**src/rtl/psbus_master.sv**
```systemverilog
module psbus_master #(
  parameter int N_DEV     = 4,
  parameter int DIV_W     = 4,
  parameter int FAULT_REG = 5
) (
  input  logic               clk,
  input  logic               rst,
  input  logic [DIV_W-1:0]   clk_div,
  input  logic               host_req,
  input  logic               host_wr,
  input  logic [7:0]         host_addr,
  input  logic [7:0]         host_wdata,
  output logic               host_done,
  output logic               host_nack,
  output logic [7:0]         host_rdata,
  output logic               sclk,
  output logic               sda_out,
  output logic               sda_oe,
  input  logic               sda_in,
  output logic [8*N_DEV-1:0] fault_shadow,
  output logic [N_DEV-1:0]   dev_err
);
  localparam int DEV_W = (N_DEV > 1) ? $clog2(N_DEV) : 1;
  localparam int REG_W = 8 - DEV_W;

  typedef enum logic [3:0] {
    S_IDLE, S_START, S_ADDR, S_RW, S_DEAD1, S_ACK1, S_DATA, S_DEAD2, S_ACK2, S_STOP
  } st_t;

  st_t              st;
  logic [DIV_W-1:0] cnt;
  logic             phase, samp, cur_wr, cur_host, nack;
  logic [2:0]       bitn;
  logic [7:0]       shreg, wbyte;
  logic [DEV_W-1:0] cur_dev, poll_dev;

  wire tick    = (cnt >= clk_div);
  wire mid     = (st != S_IDLE) && tick && !phase;
  wire bit_end = (st != S_IDLE) && tick && phase;
  wire fin     = bit_end && (st == S_STOP);

  assign sda_oe  = (st == S_START) || (st == S_ADDR) || (st == S_RW) ||
                   (st == S_STOP) || ((st == S_DATA) && cur_wr);
  assign sda_out = (st == S_STOP) ? 1'b1 :
                   (st == S_RW)   ? ~cur_wr :
                   ((st == S_ADDR) || (st == S_DATA)) ? shreg[7] : 1'b0;

  always_ff @(posedge clk) begin
    if (rst) begin
      st <= S_IDLE; cnt <= '0; phase <= 1'b0; samp <= 1'b1; sclk <= 1'b1;
      cur_wr <= 1'b0; cur_host <= 1'b0; nack <= 1'b0; bitn <= '0;
      shreg <= '0; wbyte <= '0; cur_dev <= '0; poll_dev <= '0;
      host_done <= 1'b0; host_nack <= 1'b0; host_rdata <= '0;
      fault_shadow <= '0; dev_err <= '0;
    end else begin
      host_done <= 1'b0;
      if (st == S_IDLE) begin
        cnt <= '0; phase <= 1'b0; nack <= 1'b0; sclk <= 1'b0; st <= S_START;
        if (host_req) begin
          cur_host <= 1'b1; cur_wr <= host_wr; shreg <= host_addr;
          wbyte <= host_wdata; cur_dev <= host_addr[7 -: DEV_W];
        end else begin
          cur_host <= 1'b0; cur_wr <= 1'b0; cur_dev <= poll_dev;
          shreg <= {poll_dev, FAULT_REG[REG_W-1:0]};
        end
      end else begin
        cnt <= tick ? '0 : cnt + 1'b1;
        if (tick) phase <= ~phase;
        if (mid) begin
          samp <= sda_in;
          sclk <= 1'b1;
        end
        if (bit_end) begin
          sclk <= (st == S_STOP);
          case (st)
            S_START: begin st <= S_ADDR; bitn <= 3'd7; end
            S_ADDR: begin
              shreg <= {shreg[6:0], 1'b0};
              if (bitn == 3'd0) st <= S_RW; else bitn <= bitn - 3'd1;
            end
            S_RW:    st <= S_DEAD1;
            S_DEAD1: st <= S_ACK1;
            S_ACK1: begin
              if (samp) begin
                nack <= 1'b1; st <= S_STOP;
              end else begin
                st <= S_DATA; bitn <= 3'd7;
                if (cur_wr) shreg <= wbyte;
              end
            end
            S_DATA: begin
              shreg <= {shreg[6:0], cur_wr ? 1'b0 : samp};
              if (bitn == 3'd0) st <= S_DEAD2; else bitn <= bitn - 3'd1;
            end
            S_DEAD2: st <= cur_wr ? S_ACK2 : S_STOP;
            S_ACK2: begin
              if (samp) nack <= 1'b1;
              st <= S_STOP;
            end
            default: begin
              st <= S_IDLE;
              if (cur_host) begin
                host_done <= 1'b1; host_nack <= nack; host_rdata <= shreg;
              end else begin
                poll_dev <= (poll_dev == DEV_W'(N_DEV - 1)) ? '0 : poll_dev + 1'b1;
                if (!nack) fault_shadow[{cur_dev, 3'b000} +: 8] <= shreg;
              end
              if (nack) dev_err[cur_dev] <= 1'b1;
            end
          endcase
        end
      end
    end
  end

  AST_SCLK_HIGH_IDLE: assert property (@(posedge clk) disable iff (rst)
    (st == S_IDLE) |-> sclk);
  AST_RELEASE_SLAVE_SLOTS: assert property (@(posedge clk) disable iff (rst)
    ((st == S_DEAD1) || (st == S_DEAD2) || (st == S_ACK1) || (st == S_ACK2)) |-> !sda_oe);
  AST_DONE_SINGLE: assert property (@(posedge clk) disable iff (rst)
    host_done |=> !host_done);
  AST_NACK_TO_STOP: assert property (@(posedge clk) disable iff (rst)
    (bit_end && (st == S_ACK1) && samp) |=> (st == S_STOP));
  AST_SHADOW_HOLD: assert property (@(posedge clk) disable iff (rst)
    !(fin && !cur_host && !nack) |=> $stable(fault_shadow));
  AST_ERR_STICKY: assert property (@(posedge clk) disable iff (rst)
    1'b1 |=> ((dev_err & $past(dev_err)) == $past(dev_err)));
  AST_HOST_FIRST: assert property (@(posedge clk) disable iff (rst)
    ((st == S_IDLE) && host_req) |=> cur_host);
endmodule

```
**config.mk**
```make
export PLATFORM = sky130hd
export DESIGN_NAME = psbus_master
export DESIGN_NICKNAME = d
export VERILOG_FILES = /design/src/rtl/psbus_master.sv
export SDC_FILE = /design/constraint.sdc
export NUM_CORES = 1
export LEC_CHECK = 0
export BUFFER_PORTS_ARGS = -buffer_cell sky130_fd_sc_hd__buf_2
export CAP_MARGIN = 10
export CORE_MARGIN = 3
export CORE_UTILIZATION = 56
export DETAILED_ROUTE_END_ITERATION = 7
export PLACE_DENSITY = 0.8
export SLEW_MARGIN = 0
export SYNTH_ARGS = -nofsm -noshare
export SYNTH_HDL_FRONTEND = slang
export SYNTH_SLANG_ARGS = --single-unit
```
**constraint.sdc**
```tcl
create_clock -name clk -period 2.5 [get_ports clk]
set_clock_uncertainty 0.05 [all_clocks]
set_input_delay 0.5 -clock clk [delete_from_list [all_inputs] [get_ports clk]]
set_output_delay 0.5 -clock clk [all_outputs]
set_load 0.005 [all_outputs]
```
==> flow_metrics.tcl <==
set metrics [dict create \
    worstPathMaxFanout 16 \
    fin_cells 615 \
    synth_common_cells "dfxtp_1 (83), nand2_1 (54), mux2i_1 (51)" \
    antenna_found_initial 0 \
    ir_drop_uv 391 \
    ios 74 \
    yosys.area.top_type "dfxtp_1" \
    synth_top_area_share_pct 41.1 \
    ant_nets 0 \
    routabilityCongestion 0.809 \
    crit_path_top_delay_cell "dfxtp_1" \
    synthFlopType "dfxtp_1" \
    die_x_um 91.0 \
    routed_wl_um 9210 \
    max_stage_delay_ns 0.64 \
    cts_tree "done" \
    max_cap_viol_count 0 \
    clock_sinks 83 \
    die_h_um 91.0 \
    ys_types 53 \
    cts_setup_buffers 0 \
    nFillCells 587 \
    hold_viol 0 \
    cts_inserted_buffers 9 \
    worstReg2RegStart "cnt[0]" \
    hp-start "host_wdata[5]" \
    p_per_area_nw_per_um2 538 \
    synth_seq_area_share_pct 41.1 \
    grt_pass1_vias 3284 \
    start_util_pct 58.6 \
    finalSetupTns_ns 0 \
    holdPathStages 3 \
    endpoint_kind "output pin" \
    top_layer_used "met4" \
    setup.worst_path.class "reg -> out" \
    die_area_sq_um 8280 \
    multi_input_area_sq_um 2250 \
    yosys-top-cells-area "dfxtp_1 (41%), mux2i_1 (13%), nand2b_1 (5.7%)" \
    synth_seq_cells 83 \
    status "complete, no violations" \
    synthArstFlopShare_pct 0 \
    critPathTopFamily "flip-flops" \
    avgRoutedWirePerCell_um 15.0 \
    hp-class "in -> reg" \
    slew_headroom_pct 49.5 \
    detailroute.via_count 3345 \
    slew_viol_final 0 \
    tightest_slew_ns 0.751 \
    antennaDiodeCount 0 \
    drt_iter0_drc 213 \
    r2r_end "shreg[6]" \
    yosysMostFrequentCell "dfxtp_1" \
    seq_area_sq_um 1660 \
    worst_ep_required_time_ns 1.95 \
    min_to "wbyte[5]" \
    nets 555 \
    numPortBuffers 73 \
    critPathBufInv 2 \
    wl_met2_um 4210 \
    dp_hpwl_um 6670 \
    hold_buffers 0 \
    h-tree-depth 3 \
    synth_area_sq_um 4050 \
    period_needed_ns 2.22 \
    layout-drive-gt1-share_pct 24.1 \
    route.met3.wl_um 491 \
    drc 0 \
    setup_viol 0 \
    area_growth_pct 17.2 \
    ys_warn_count 0 \
    synth_edf_count 0 \
    drt-vias-per-instance 5.44 \
    leakagePower_nw 2.11 \
    clock.fmax_ghz 0.450 \
    row_count 30 \
    netlist_instances 438 \
    place_inst 599 \
    clock_latency_ns 0.36 \
    rsz0062_at_grt "no" \
    worstSetupStartpointType "register" \
    grt_pass1_wl_um 15400 \
    syn_area_per_cell_sq_um 9.24 \
    cp.arrival_ns 1.67 \
    critical_path.startpoint "st[0]" \
    clk_path_buf_depth 2 \
    cts_resized 0 \
    reg2reg_slack_ns 0.33 \
    crit_chain "inv_1 > a21boi_0 > o22ai_1 > buf_2" \
    clk_pin_slew_ns 0.09 \
    drt-met1-wl_um 4320 \
    fin_crit_sh_pct 88.8 \
    grt_overflow 0 \
    syn-num-nets 479 \
    drtPass1Iterations 4 \
    track_usage_pct 22.8 \
    clockRootBuffer "clkbuf_8" \
    r2r_cells 8 \
    hold_ws_ns 0.321 \
    core_area_sq_um 6910 \
    grt_start_max_net_pins 36 \
]
state kept, by name (all words and copies together) (netlist names), 2 cells and up:
signal        flops
cnt               4
cur_dev           2
st                4
fault_shadow     32
dev_err           4
wbyte             8
host_rdata        8
poll_dev          2
bitn              3
shreg             8
metrics by stage:
| stage | total power, mW | util (%) | setup slack, ns | instance area, sq um |
|---|---|---|---|---|
| floorplan | 1.58 | - | 0.369 | 4050 |
| detailed placement | 1.67 | 66.0 | 0.158 | 4560 |
| global route | 2.65 | 68.7 | 0.0682 | 4740 |
| CTS | 2.56 | 68.7 | 0.261 | 4740 |
| global placement | 1.66 | 66.0 | 0.195 | 4560 |
| finish | 2.55 | 68.7 | 0.280 | 4740 |
cells in the final DEF (no fill, tap or decap), types with 3 or more instances in the layout:
cell type,instances
nor2_1,29
nand3_1,6
dfxtp_1,83
buf_4,13
a21oi_1,23
nor3_1,5
buf_2,73
nand2_1,54
inv_1,12
mux2_2,8
nor3b_1,5
ha_1,16
a211oi_1,12
mux2i_1,51
nand2b_1,37
a21boi_0,3
and3_1,3
nor4_1,5
nand3_4,4
nor2b_1,14
a31oi_1,5
o21ai_0,9
inv_6,3
clkbuf_8,9
final cells by class:
cell class | count | share of cell area (%)
Multi-Input combinational cell | 321 | 47.5
Sequential cell | 83 | 35.0
Timing Repair Buffer | 87 | 10.2
Clock buffer | 9 | 2.61
Tap cell | 96 | 2.53
Clock inverter | 7 | 1.21
Inverter | 12 | 0.950
power breakdown:
| group | internal (mW) | switching, mW |
|---|---|---|
| combinational | 0.111 | 0.149 |
| clock | 0.376 | 0.534 |
| sequential | 1.35 | 0.0307 |
| total | 1.84 | 0.714 |
worst max-delay path by stage:
stage                to  slack [ns]  cells after the start
3_5_place_dp   shreg[0]        0.16                      8
4_1_cts          sda_oe        0.26                      4
5_1_grt          sda_oe        0.07                      4
2_1_floorplan  shreg[0]        0.37                      6
6_report         sda_oe        0.28                      4
3_3_place_gp   shreg[3]        0.19                      8
logic make-up (layout without fill, tap and decap cells):
| group | Yosys count | count (layout) | synth area share [%] |
|---|---|---|---|
| compound gates | 68 | 68 | 11.3 |
| xor+xnor | 3 | 3 | 0.649 |
| fa+ha+maj | 16 | 16 | 4.95 |
| buf+inv | 34 | 115 | 3.49 |
| flops | 83 | 83 | 41.1 |
| mux | 59 | 59 | 14.8 |
| simple gates | 175 | 175 | 23.8 |
metal layers:
metal,global-route usage [%],vias to the layer above
met4,9.05,0
li1,-,1663
met5,0,-
met2,36.5,93
met3,5.14,14
met1,29.9,1575
worst min-delay path: stages:
cell and delay (ns):
buf_2 0.09, nand2_1 0.04, a21oi_1 0.05
Note: power is estimated with default switching activity, not from simulation.
